===== config.mk =====
export PLATFORM = sky130hd
export DESIGN_NAME = lcdseg_scan_top
export DESIGN_NICKNAME = d
export VERILOG_FILES = /design/src/rtl/lcdseg_pkg.sv /design/src/rtl/lcdseg_edge.sv /design/src/rtl/lcdseg_line_ctr.sv /design/src/rtl/lcdseg_fetch.sv /design/src/rtl/lcdseg_drive.sv /design/src/rtl/lcdseg_scan_top.sv
export SDC_FILE = /design/constraint.sdc
export NUM_CORES = 1
export LEC_CHECK = 0
export ABC_AREA = 0
export BUFFER_PORTS_ARGS = -buffer_cell sky130_fd_sc_hd__buf_2
export CAP_MARGIN = 20
export CORE_ASPECT_RATIO = 1.25
export CORE_MARGIN = 10
export CORE_UTILIZATION = 50
export CTS_CLUSTER_SIZE = 40
export DETAILED_ROUTE_END_ITERATION = 16
export PLACE_DENSITY = 0.7
export SYNTH_ARGS = -nofsm -noshare
export SYNTH_HDL_FRONTEND = slang
export SYNTH_SLANG_ARGS = --single-unit

===== constraint.sdc =====
create_clock -name clk -period 3.1 [get_ports clk]
set_input_delay 0.465 -clock clk [delete_from_list [all_inputs] [get_ports clk]]
set_output_delay 0.465 -clock clk [all_outputs]
set_load 0.02 [all_outputs]

===== src/rtl/lcdseg_pkg.sv =====
package lcdseg_pkg;

    // Drive level codes on each segment output
    typedef enum logic [1:0] {
        LV_V0 = 2'b00,
        LV_V2 = 2'b01,
        LV_V3 = 2'b10,
        LV_V5 = 2'b11
    } lvl_e;

    // Fetch engine states
    typedef enum logic [1:0] {
        S_IDLE  = 2'b00,
        S_ISSUE = 2'b01,
        S_DRAIN = 2'b10
    } fetch_st_e;

    // Select level only when the display is on and the dot is lit.
    function automatic lvl_e drive_code(input logic on, input logic dot, input logic m);
        if (on && dot)
            return m ? LV_V5 : LV_V0;
        else
            return m ? LV_V3 : LV_V2;
    endfunction

endpackage


===== src/rtl/lcdseg_edge.sv =====
module lcdseg_edge #(
    parameter bit RISING = 1'b1
) (
    input  logic clk,
    input  logic rst_n,
    input  logic sig_in,
    output logic pulse
);
    logic sig_q;

    always_ff @(posedge clk) begin
        if (!rst_n)
            sig_q <= 1'b0;
        else
            sig_q <= sig_in;
    end

    generate
        if (RISING) begin : g_rise
            assign pulse = sig_in & ~sig_q;
        end else begin : g_fall
            assign pulse = ~sig_in & sig_q;
        end
    endgenerate

endmodule


===== src/rtl/lcdseg_line_ctr.sv =====
module lcdseg_line_ctr #(
    parameter int LINES = 64,
    localparam int LW = $clog2(LINES)
) (
    input  logic          clk,
    input  logic          rst_n,
    input  logic          preset,
    input  logic [LW-1:0] preset_val,
    input  logic          advance,
    output logic [LW-1:0] line
);
    localparam logic [LW-1:0] TOP_LINE = LW'(LINES - 1);

    always_ff @(posedge clk) begin
        if (!rst_n)
            line <= '0;
        else if (preset)
            line <= preset_val;
        else if (advance)
            line <= (line == TOP_LINE) ? '0 : line + LW'(1);
    end

endmodule


===== src/rtl/lcdseg_fetch.sv =====
module lcdseg_fetch
    import lcdseg_pkg::*;
#(
    parameter int COLS   = 64,
    parameter int LINES  = 64,
    parameter int BYTE_W = 8,
    localparam int LW = $clog2(LINES),
    localparam int CW = $clog2(COLS),
    localparam int BW = $clog2(BYTE_W),
    localparam int PW = LW - BW,
    localparam int AW = PW + CW
) (
    input  logic              clk,
    input  logic              rst_n,
    input  logic              launch,
    input  logic [LW-1:0]     line_in,
    output logic              rd_en,
    output logic [AW-1:0]     rd_addr,
    input  logic [BYTE_W-1:0] rd_data,
    output logic [COLS-1:0]   shadow
);
    localparam logic [CW-1:0] LAST_COL = CW'(COLS - 1);

    fetch_st_e       state, state_nxt;
    logic [CW-1:0]   col_cnt;
    logic [LW-1:0]   line_r;
    logic            cap_vld;
    logic [CW-1:0]   cap_col;

    // State register
    always_ff @(posedge clk) begin
        if (!rst_n)
            state <= S_IDLE;
        else
            state <= state_nxt;
    end

    // Transitions: launch wins from any state
    always_comb begin
        state_nxt = state;
        if (launch) begin
            state_nxt = S_ISSUE;
        end else begin
            unique case (state)
                S_IDLE:  state_nxt = S_IDLE;
                S_ISSUE: state_nxt = (col_cnt == LAST_COL) ? S_DRAIN : S_ISSUE;
                S_DRAIN: state_nxt = S_IDLE;
                default: state_nxt = S_IDLE;
            endcase
        end
    end

    // Outputs of the state machine
    always_comb begin
        rd_en   = (state == S_ISSUE);
        rd_addr = {line_r[LW-1:BW], col_cnt};
    end

    // Column walker and line snapshot
    always_ff @(posedge clk) begin
        if (!rst_n) begin
            col_cnt <= '0;
            line_r  <= '0;
        end else if (launch) begin
            col_cnt <= '0;
            line_r  <= line_in;
        end else if (state == S_ISSUE) begin
            col_cnt <= col_cnt + CW'(1);
        end
    end

    // Read-data capture, one cycle behind the strobe
    always_ff @(posedge clk) begin
        if (!rst_n) begin
            cap_vld <= 1'b0;
            cap_col <= '0;
            shadow  <= '0;
        end else begin
            cap_vld <= rd_en;
            cap_col <= col_cnt;
            if (cap_vld)
                shadow[cap_col] <= rd_data[line_r[BW-1:0]];
        end
    end

endmodule


===== src/rtl/lcdseg_drive.sv =====
module lcdseg_drive
    import lcdseg_pkg::*;
#(
    parameter int COLS = 64
) (
    input  logic              clk,
    input  logic              rst_n,
    input  logic              load,
    input  logic [COLS-1:0]   row_in,
    input  logic              disp_req,
    input  logic              alt_phase,
    input  logic              col_fwd,
    output logic [COLS-1:0]   row_q,
    output logic              disp_q,
    output logic [2*COLS-1:0] seg_lvl
);
    // Output latch and display flag, both moved on the line-clock rise
    always_ff @(posedge clk) begin
        if (!rst_n) begin
            row_q  <= '0;
            disp_q <= 1'b0;
        end else if (load) begin
            row_q  <= row_in;
            disp_q <= disp_req;
        end
    end

    generate
        for (genvar s = 0; s < COLS; s++) begin : g_seg
            logic dot;
            assign dot = col_fwd ? row_q[s] : row_q[COLS-1-s];
            assign seg_lvl[2*s +: 2] = drive_code(disp_q, dot, alt_phase);
        end
    endgenerate

endmodule


===== src/rtl/lcdseg_scan_top.sv =====
module lcdseg_scan_top #(
    parameter int COLS   = 64,
    parameter int LINES  = 64,
    parameter int BYTE_W = 8,
    localparam int LW = $clog2(LINES),
    localparam int CW = $clog2(COLS),
    localparam int BW = $clog2(BYTE_W),
    localparam int AW = LW - BW + CW
) (
    input  logic              clk,
    input  logic              rst_n,
    input  logic              frame_sync,
    input  logic              line_clk,
    input  logic              alt_phase,
    input  logic              col_fwd,
    input  logic              disp_on,
    input  logic [LW-1:0]     start_line,
    output logic              ram_rd_en,
    output logic [AW-1:0]     ram_addr,
    input  logic [BYTE_W-1:0] ram_rd_data,
    output logic [LW-1:0]     cur_line,
    output logic [2*COLS-1:0] seg_lvl
);
    logic            cl_rise;
    logic            cl_fall;
    logic            fs_fall;
    logic            launch_q;
    logic [COLS-1:0] shadow_row;
    logic [COLS-1:0] row_lat;
    logic            disp_lat;

    lcdseg_edge #(.RISING(1'b1)) u_cl_rise (
        .clk(clk), .rst_n(rst_n), .sig_in(line_clk), .pulse(cl_rise));

    lcdseg_edge #(.RISING(1'b0)) u_cl_fall (
        .clk(clk), .rst_n(rst_n), .sig_in(line_clk), .pulse(cl_fall));

    lcdseg_edge #(.RISING(1'b0)) u_fs_fall (
        .clk(clk), .rst_n(rst_n), .sig_in(frame_sync), .pulse(fs_fall));

    lcdseg_line_ctr #(.LINES(LINES)) u_line (
        .clk        (clk),
        .rst_n      (rst_n),
        .preset     (frame_sync),
        .preset_val (start_line),
        .advance    (cl_fall),
        .line       (cur_line)
    );

    // Launch one cycle late so the fetch sees the updated line number
    always_ff @(posedge clk) begin
        if (!rst_n)
            launch_q <= 1'b0;
        else
            launch_q <= cl_fall | fs_fall;
    end

    lcdseg_fetch #(.COLS(COLS), .LINES(LINES), .BYTE_W(BYTE_W)) u_fetch (
        .clk     (clk),
        .rst_n   (rst_n),
        .launch  (launch_q),
        .line_in (cur_line),
        .rd_en   (ram_rd_en),
        .rd_addr (ram_addr),
        .rd_data (ram_rd_data),
        .shadow  (shadow_row)
    );

    lcdseg_drive #(.COLS(COLS)) u_drive (
        .clk       (clk),
        .rst_n     (rst_n),
        .load      (cl_rise),
        .row_in    (shadow_row),
        .disp_req  (disp_on),
        .alt_phase (alt_phase),
        .col_fwd   (col_fwd),
        .row_q     (row_lat),
        .disp_q    (disp_lat),
        .seg_lvl   (seg_lvl)
    );

endmodule


==> metrics.csv, run 1 <==
metric;value;unit
CTS root buf;clkbuf_16;
core area;16700;um2
share of layout cells above drive strength 1;0.258;
post_cts resized;0;
number of global-route vias before repair;6183;
CTS H-tree depth;4;
DIE WIDTH;136;um
Final min period;2.38;ns
clk sink count;159;
grt ovf;0;
unrepaired setup endpoints after global routing;no;
cts hold-fix bufs;0;
largest area contributor in the netlist;dfxtp_1;
yosys warns;0;
Reg2Reg Launch Point;u_fetch.line_r[1]$_SDFFE_PN0P_;
Iter 0 DRT Violations;433;
Req. time, crit path;2.63;ns
IO Pins;165;
Slew @ Worst Pin;1.05;ns
initial antenna violation count;0;
CP Class;primary input to output port;
Area Growth Syn to Fin;12.5;%
Cell Area, Placed;8880;um2
combinational family with the most area after synthesis;simple AND/OR/NAND/NOR gates;
Routed WL per cell;15.6;um
Post-Synth Simple-Gate Area;0.214;
DRT antenna net count;0;
Unique masters post-synth;42;
CP bufs+invs;3;
Site Rows;53;
Max Freq;421;MHz
Setup crit start kind;primary input;
Pwr Density;507;nW/um2
Post-synth top cells;nand2_1, dfxtp_1, xor2_1;
CTS tree;built;
Clock Path Buffers;2;
Slew Limit Fails;0;
peak supply drop;253;uV
# setup viols final;0;
Clock transition at path regs;0.06;ns
IO buf count;164;
Initial Util;0.507;
Crit-path slowest cell;mux2_2;
Post-Synth XOR/XNOR Area;0.0734;
worst hold path depth;2;
clk_skew;0.00808;ns
slowest cell delay on critical path;0.38;ns
Worst EP arrival;1.91;ns
ANT cells;0;
syn_nets;1021;
Compound-Gate Fraction of Synth Area;0.135;
GR Util All Layers;0.173;
Die Area;22600;um2
1st-pass router iterations;5;
syn_area_per_cell;8.49;um2
Vias/cell;5.25;
Worst Setup End Kind;output port;
CTS Buf Count;17;
placed wire-length estimate;13700;um
Slew headroom;0.296;
FF-to-FF setup slack;0.98;ns
mux contribution to synthesized area;0.102;
top cell type's share of synthesized area;0.376;
GPL Wtd Cong;0.847;
Leak Pwr;3.52;nW
DRC;0;
crit path max fanout;48;
mapped cell area;8470;um2
Critical R2R Capture;u_fetch.shadow[25]$_SDFFE_PN0P_;
Chip Height;166;um
cell family with most CP delay;buffers and inverters;
Synth Area in Adders;0.00295;
Routed WL;19900;um
Gate Count Post-Synth;998;
Setup TNS Final;0;ns
worst min path class;primary input to register;
Max Cap Violations;0;
largest net degree at the start of global routing;101;
Clock Latency Late Sink;0.43;ns
hold wc startpoint;start_line[2];
hold path endpoint;u_line.line[2]$_SDFFE_PN0P_;
final hold vios;0;
CP dominant cell by count;buf_2;
vias post-DR;6723;
post-route clock period utilization;0.766;
final instance area;9530;um2
first-pass GRT wire length;31900;um
# nets final;1071;
CP cell instances;buf_2 > buf_12 > mux2_2 > nand2_1 > xor2_1 > buf_2;
Area contributors post-synth;dfxtp_1, nand2_1, mux2_2;
status;finished clean;
Async SR Flop Fraction;0;
Worst R2R Path Depth;4;
# fillers;1562;
#FFs+latches synth;159;
# Post-CTS Setup Buffers;0;
number of synthesized flops with an enable pin;0;
register area share after synthesis;0.376;
Primary FF master, synth;dfxtp_1;
most frequent cell after synthesis;nand2_1;
## worst reg2reg max path, cell delays in order, from the launching register on
cell,delay [ns]
dfxtp_1,0.37
mux4_1,0.55
mux2_2,0.28
buf_4,0.32
o311a_1,0.49
## cells by family (layout without fill, tap and decap cells)
family,count (synthesis),count (layout)
buffers and inverters,145,207
AND/OR/NAND/NOR,383,383
XOR/XNOR,71,71
adder cells (fa/ha/maj),2,2
AO/OA/AOI/OAI,163,163
flip-flops,159,159
multiplexers,75,75
## cells in the final DEF, fill, tap and decap left out, types with 2 or more instances in the layout
cell and instances:
mux4_1 2, o21bai_1 18, a31oi_1 3, mux2_2 65, nor3b_1 45, xor2_1 70
buf_4 10, nand3b_1 3, mux2i_1 8, nand3_1 8, buf_2 162, clkbuf_16 17
nor2b_1 12, bufinv_16 5, and3_1 2, nor2_1 28, clkinv_2 2, and2_1 15
o21ai_0 9, clkinvlp_4 2, buf_12 3, nand4_1 3, and3b_1 2, nand2_1 210
o311a_1 18, dfxtp_1 158, clkbuf_8 2, nand2b_1 5, ha_1 2, a21boi_0 66
a21oi_1 43, clkbuf_1 2, nor3_1 43
## flip-flops by register name (all words and copies together) (netlist names)
register / cells
launch_q: 1
u_cl_fall.sig_q: 1
u_drive.disp_q: 1
u_drive.row_q: 64
u_fetch.cap_col: 6
u_fetch.cap_vld: 1
u_fetch.col_cnt: 6
u_fetch.line_r: 6
u_fetch.shadow: 64
u_fetch.state: 2
u_fs_fall.sig_q: 1
u_line.line: 6
## power breakdown
group	total (mW)	internal, mW	leakage (nW)	switching, mW
logic	0.479	0.159	1.92	0.320
clock network	2.27	1.47	0.310	0.808
registers	2.08	2.06	1.28	0.0244
## metrics by stage
stage	hold WS [ns]	instances	util	setup WS (ns)	total power [mW]
after global placement	0.410	1249	0.532	0.738	2.61
after global routing	0.253	1280	0.570	0.602	5.00
final	0.257	1280	0.570	0.724	4.83
after CTS	0.245	1280	0.570	0.705	4.87
after floorplan	0.400	998	-	0.727	2.51
after detailed placement	0.421	1249	0.532	0.699	2.61
## how the worst max path moves through the flow
| stage | startpoint | to | cells past startpoint |
|---|---|---|---|
| after floorplan | col_fwd | seg_lvl[108] | 5 |
| final | col_fwd | seg_lvl[96] | 6 |
| after global placement | col_fwd | seg_lvl[66] | 6 |
| after CTS | col_fwd | seg_lvl[96] | 6 |
| after global routing | col_fwd | seg_lvl[54] | 6 |
| after detailed placement | col_fwd | seg_lvl[96] | 6 |
## area by class of cell
cell class / instances / area, um2 / share of cell area
Clock buffer: 21 / 460 / 0.0483
Clock inverter: 10 / 184 / 0.0193
Inverter: 1 / 3.75 / 0.000394
Multi-Input combinational cell: 694 / 4470 / 0.470
Sequential cell: 159 / 3180 / 0.334
Tap cell: 220 / 275 / 0.0289
Timing Repair Buffer: 175 / 946 / 0.0993
## per-layer routing
metal / share of wire / wire [um] / GRT usage
met1: 0.45 / 8960 / 0.226
met2: 0.44 / 8690 / 0.266
met4: 0.013 / 256 / 0.0538
met3: 0.10 / 2000 / 0.0551
met5: 0 / 0 / 0
No activity file was read; power rests on OpenSTA's default activity.
==> run 2, diff against run 1 <==
--- a/config.mk
+++ b/config.mk
@@ -5,7 +5,7 @@
 export SDC_FILE = /design/constraint.sdc
 export NUM_CORES = 1
 export LEC_CHECK = 0
-export ABC_AREA = 0
+export ABC_AREA = 1
 export BUFFER_PORTS_ARGS = -buffer_cell sky130_fd_sc_hd__buf_2
 export CAP_MARGIN = 20
 export CORE_ASPECT_RATIO = 1.25
@@ -13,7 +13,7 @@
 export CORE_UTILIZATION = 50
 export CTS_CLUSTER_SIZE = 40
 export DETAILED_ROUTE_END_ITERATION = 16
-export PLACE_DENSITY = 0.7
+export PLACE_DENSITY = 0.74
 export SYNTH_ARGS = -nofsm -noshare
 export SYNTH_HDL_FRONTEND = slang
 export SYNTH_SLANG_ARGS = --single-unit
==> constraint.sdc (replaced) <==
create_clock -name clk -period 2.1 [get_ports clk]
set_input_delay 0.315 -clock clk [delete_from_list [all_inputs] [get_ports clk]]
set_output_delay 0.315 -clock clk [all_outputs]
set_load 0.02 [all_outputs]
==> run 2 against run 1 <==
Against the previous run: design area fell by 4.6%; critical path depth down 1; final cell count is 7.0% higher; via count is 6.6% higher; total power is 54% higher; clock power is 38% higher; sequential power increased by 53%; sequential share of layout area rose by 1.6 points; die area decreased by 4.3%; combinational power grew 140%; setup slack worse by 0.61 ns.
==> metrics.csv, run 2 <==
metric;value;unit
status;finished clean;
Post-Synth Simple-Gate Area;0.136;
most frequent cell after synthesis;o21ai_0;
grt ovf;0;
Cell Area, Placed;8460;um2
largest area contributor in the netlist;dfxtp_1;
# fillers;1418;
IO Pins;165;
DRC;0;
Leak Pwr;3.76;nW
combinational family with the most area after synthesis;compound AO/OA/AOI/OAI gates;
Vias/cell;5.23;
Clock Path Buffers;2;
CTS tree;built;
Async SR Flop Fraction;0;
biggest regs;u_drive.row_q x64, u_fetch.shadow x64;
Initial Util;0.513;
clk sink count;159;
DIE WIDTH;133;um
# nets final;1168;
Routed WL per cell;14.9;um
GR Util All Layers;0.180;
Routed WL;20300;um
Gate Count Post-Synth;1082;
final instance area;9090;um2
Post-Synth XOR/XNOR Area;0.0697;
number of global-route vias before repair;6447;
peak supply drop;459;uV
Slew headroom;0.644;
Chip Height;162;um
post-route clock period utilization;0.944;
# Post-CTS Setup Buffers;0;
CP Class;register to output port;
top cell type's share of synthesized area;0.396;
Site Rows;51;
first-pass GRT wire length;33000;um
Area contributors post-synth;dfxtp_1, o21ai_0, a21oi_1;
yosys warns;0;
mux contribution to synthesized area;0;
Setup TNS Final;0;ns
number of synthesized flops with an enable pin;0;
Worst Setup End Kind;output port;
vias post-DR;7165;
Worst EP arrival;1.67;ns
Slew Limit Fails;0;
Iter 0 DRT Violations;512;
Post-synth top cells;o21ai_0, a21oi_1, dfxtp_1;
Unique masters post-synth;33;
commonest non-fill, non-tap cells in the layout;o21ai_0, a21oi_1, buf_2, dfxtp_1, nor2_1;
core area;15700;um2
Area Growth Syn to Fin;13.0;%
Primary FF master, synth;dfxtp_1;
Clock Latency Late Sink;0.42;ns
syn_nets;1105;
share of layout cells above drive strength 1;0.206;
#FFs+latches synth;159;
placed wire-length estimate;14000;um
largest net degree at the start of global routing;92;
worst min path class;primary input to register;
CTS root buf;clkbuf_16;
Max Cap Violations;0;
Max Freq;504;MHz
# setup viols final;0;
CTS Buf Count;17;
syn_area_per_cell;7.44;um2
unrepaired setup endpoints after global routing;no;
cts hold-fix bufs;0;
Placed Cells;1337;
Setup crit start kind;register;
Synth Area in Adders;0.00311;
CTS H-tree depth;4;
Die Area;21600;um2
1st-pass router iterations;5;
clk_skew;0.0102;ns
IO buf count;164;
most common cell after layout, fill and taps aside;o21ai_0;
Pwr Density;820;nW/um2
Final min period;1.98;ns
Req. time, crit path;1.78;ns
mapped cell area;8050;um2
Clock transition at path regs;0.06;ns
crit path max fanout;32;
register area share after synthesis;0.396;
final hold vios;0;
GPL Wtd Cong;0.838;
DRT antenna net count;0;
ANT cells;0;
non-filler instance count after layout;1370;
initial antenna violation count;0;
Slew @ Worst Pin;0.533;ns
Compound-Gate Fraction of Synth Area;0.243;
run 2: cell count changes in the layout (fill, tap and decap cells not counted), sizes merged, moves of 18 or more:
cell    before  now
nor3b       45    0
xor2        70    3
nor3        43    5
nand2      210   78
nand3        8   28
xnor2        1   61
a21boi      66    0
inv          1   89
a21oi       43  171
mux2        65    0
o21ai        9  189
nor2        28  134
o311a       18    0
run 2: cells by family (layout without fill, tap and decap cells):
kind of cell | after synthesis | count (layout)
AOI/OAI and AO/OA | 379 | 379
xor gates and xnor gates | 64 | 64
adders and majority gates | 2 | 2
buffers and inverters | 224 | 300
DFF | 159 | 159
and+or+nand+nor | 254 | 254
run 2: where the power goes:
group          switching, mW  internal [mW]
registers             0.0693           3.11
logic                  0.759          0.369
clock network           1.23           1.92
run 2: final cells by class:
cell class	count	area, um2	area share
multi-input combinational	699	3630	0.400
clock buffer	21	450	0.0495
inverter	86	325	0.0358
sequential	159	3180	0.350
clock inverter	11	154	0.0169
timing repair buffer	182	1080	0.119
tap	212	265	0.0292
run 2: worst max-delay path, cell delays in order, from the launching register on:
cell and delay, ns:
dfxtp_2 0.42, clkbuf_16 0.23, o21ai_0 0.09, a21oi_1 0.15
xnor2_1 0.15, buf_2 0.20
run 2: per-layer routing:
metal | track usage | routed length, um
met1 | 0.235 | 9100
met2 | 0.272 | 8880
met3 | 0.0651 | 2130
met4 | 0.0510 | 235
met5 | 0 | 0
run 2: worst paths after layout:
kind,startpoint,endpoint,slack (ns),cells past startpoint
max,u_drive.disp_q$_SDFFE_PN0P_,seg_lvl[114],0.12,5
min,start_line[3],u_line.line[3]$_SDFFE_PN0P_,0.09,3
max reg2reg,u_fetch.cap_col[1]$_SDFF_PN0_,u_fetch.shadow[3]$_SDFFE_PN0P_,0.37,4
min reg2reg,u_fetch.shadow[58]$_SDFFE_PN0P_,u_drive.row_q[58]$_SDFFE_PN0P_,0.47,2
run 2: timing repair:
item,in CTS,in global routing
endpoints found under the setup margin,0,1
hold endpoints to repair,0,0
gates resized for setup,0,1
run 2: per-stage QoR:
| stage | power (mW) | hold WS, ns | utilization | setup WS [ns] |
|---|---|---|---|---|
| CTS | 7.49 | 0.0810 | 0.577 | 0.0901 |
| global route | 7.75 | 0.0905 | 0.579 | 0.0212 |
| floorplan | 4.10 | 0.408 | - | 0.594 |
| finish | 7.46 | 0.0945 | 0.579 | 0.117 |
| global placement | 4.36 | 0.435 | 0.539 | 0.452 |
| detailed placement | 4.37 | 0.451 | 0.539 | 0.412 |
==> run 3, diff against run 2 <==
--- a/config.mk
+++ b/config.mk
@@ -13,6 +13,7 @@
 export CORE_UTILIZATION = 50
 export CTS_CLUSTER_SIZE = 40
 export DETAILED_ROUTE_END_ITERATION = 16
+export MAX_ROUTING_LAYER = met4
 export PLACE_DENSITY = 0.74
 export SYNTH_ARGS = -nofsm -noshare
 export SYNTH_HDL_FRONTEND = slang
==> run 3 against run 2 <==
Against the previous run: fmax is 0.43% higher; critical path type unchanged; die area is the same; sequential power is essentially flat.
==> metrics.csv, run 3 (synthesis gave the netlist of run 2 again) <==
metric;value;unit
# fillers;1418;
Iter 0 DRT Violations;547;
crit path max fanout;32;
CP bufs+invs;2;
placed wire-length estimate;14000;um
Worst R2R Path Depth;4;
FF-to-FF setup slack;0.37;ns
Worst Setup Slack, final;0.125;ns
DRT antenna net count;0;
GPL Wtd Cong;0.850;
Crit-path slowest cell;dfxtp_2;
Worst EP arrival;1.66;ns
post-route clock period utilization;0.940;
CP cell instances;clkbuf_16 > o21ai_0 > a21oi_1 > xnor2_1 > buf_2;
Max Freq;506;MHz
Slew Limit Fails;0;
Initial Util;0.513;
CTS root buf;clkbuf_16;
hold wc startpoint;start_line[3];
cell family with most CP delay;buffers and inverters;
1st-pass router iterations;5;
cts hold-fix bufs;0;
status;finished clean;
IO buf count;164;
Clock transition at path regs;0.06;ns
slowest cell delay on critical path;0.41;ns
Place WS;0.412;ns
Chip Height;162;um
# Post-CTS Setup Buffers;0;
Clock Latency Late Sink;0.41;ns
Routed WL;20400;um
Reg2Reg Launch Point;u_fetch.cap_col[1]$_SDFF_PN0_;
vias post-DR;7180;
final hold vios;0;
Worst Setup End Kind;output port;
Area Growth Syn to Fin;13.0;%
clk sink count;159;
worst hold path depth;3;
DRC;0;
Setup crit start kind;register;
IO Pins;165;
area of the multi-input gates;3630;um2
number of global-route vias before repair;6441;
unrepaired setup endpoints after global routing;no;
Slew headroom;0.644;
CTS Buf Count;17;
worst min path class;primary input to register;
# setup viols final;0;
Leak Pwr;3.76;nW
biggest regs;u_drive.row_q x64, u_fetch.shadow x64;
Clock Path Buffers;2;
critical path depth;5;
GR Util All Layers;0.185;
Slew @ Worst Pin;0.532;ns
Vias/cell;5.24;
CP Class;register to output port;
ANT cells;0;
Final min period;1.97;ns
initial antenna violation count;0;
Req. time, crit path;1.78;ns
grt ovf;0;
CP startpoint;u_drive.disp_q$_SDFFE_PN0P_;
first-pass GRT wire length;33000;um
DIE WIDTH;133;um
commonest non-fill, non-tap cells in the layout;o21ai_0, a21oi_1, buf_2, dfxtp_1, nor2_1;
Final Util;0.579;
CTS tree;built;
CTS H-tree depth;4;
largest net degree at the start of global routing;92;
Die Area;21600;um2
register area;3180;um2
share of layout cells above drive strength 1;0.206;
# nets final;1168;
Setup TNS Final;0;ns
most common cell after layout, fill and taps aside;o21ai_0;
clk_skew;0.00711;ns
peak supply drop;461;uV
Site Rows;51;
core area;15700;um2
Routed WL per cell;14.9;um
Max Cap Violations;0;
Pwr Density;820;nW/um2
run 3: path summary, 6_finish.rpt:
path / to
worst min register to register: u_drive.row_q[58]$_SDFFE_PN0P_
worst min-delay path: u_line.line[3]$_SDFFE_PN0P_
worst max-delay path: seg_lvl[112]
worst max register to register: u_fetch.shadow[3]$_SDFFE_PN0P_
run 3: layout make-up:
cell class	instances	share of cell area
Multi-Input combinational cell	699	0.400
Sequential cell	159	0.350
Timing Repair Buffer	182	0.119
Clock buffer	21	0.0495
Inverter	86	0.0358
Tap cell	212	0.0292
Clock inverter	11	0.0169
run 3: through the flow:
stage	instances	total power [mW]	area [um2]	hold WS, ns
after detailed placement	1337	4.37	8460	0.451
after global placement	1337	4.36	8460	0.435
final	1370	7.46	9090	0.0924
after CTS	1369	7.49	9060	0.0810
after floorplan	1082	4.10	8050	0.408
after global routing	1370	7.76	9090	0.0883
run 3: what timing repair did:
action / 4_1_cts / 5_1_grt
endpoints found under the hold margin: 0 / 0
gates resized for setup: 0 / 1
endpoints found under the setup margin: 0 / 2
run 3: power by group:
| group | switching (mW) | internal [mW] |
|---|---|---|
| combinational | 0.760 | 0.369 |
| sequential | 0.0688 | 3.11 |
| clock | 1.23 | 1.92 |
run 3: routing by layer:
metal | part of all wire | GRT usage | vias up
met5 | 0 | - | -
met4 | 0.013 | 0.0525 | 0
met3 | 0.10 | 0.0586 | 19
met2 | 0.43 | 0.272 | 310
met1 | 0.45 | 0.239 | 3208
li1 | - | - | 3643
run 3: worst reg2reg max path, stage by stage (launching register included):
cell	delay [ns]
dfxtp_1	0.58
nand4_1	0.52
nor2_1	0.30
o21ai_0	0.12
a21oi_1	0.15
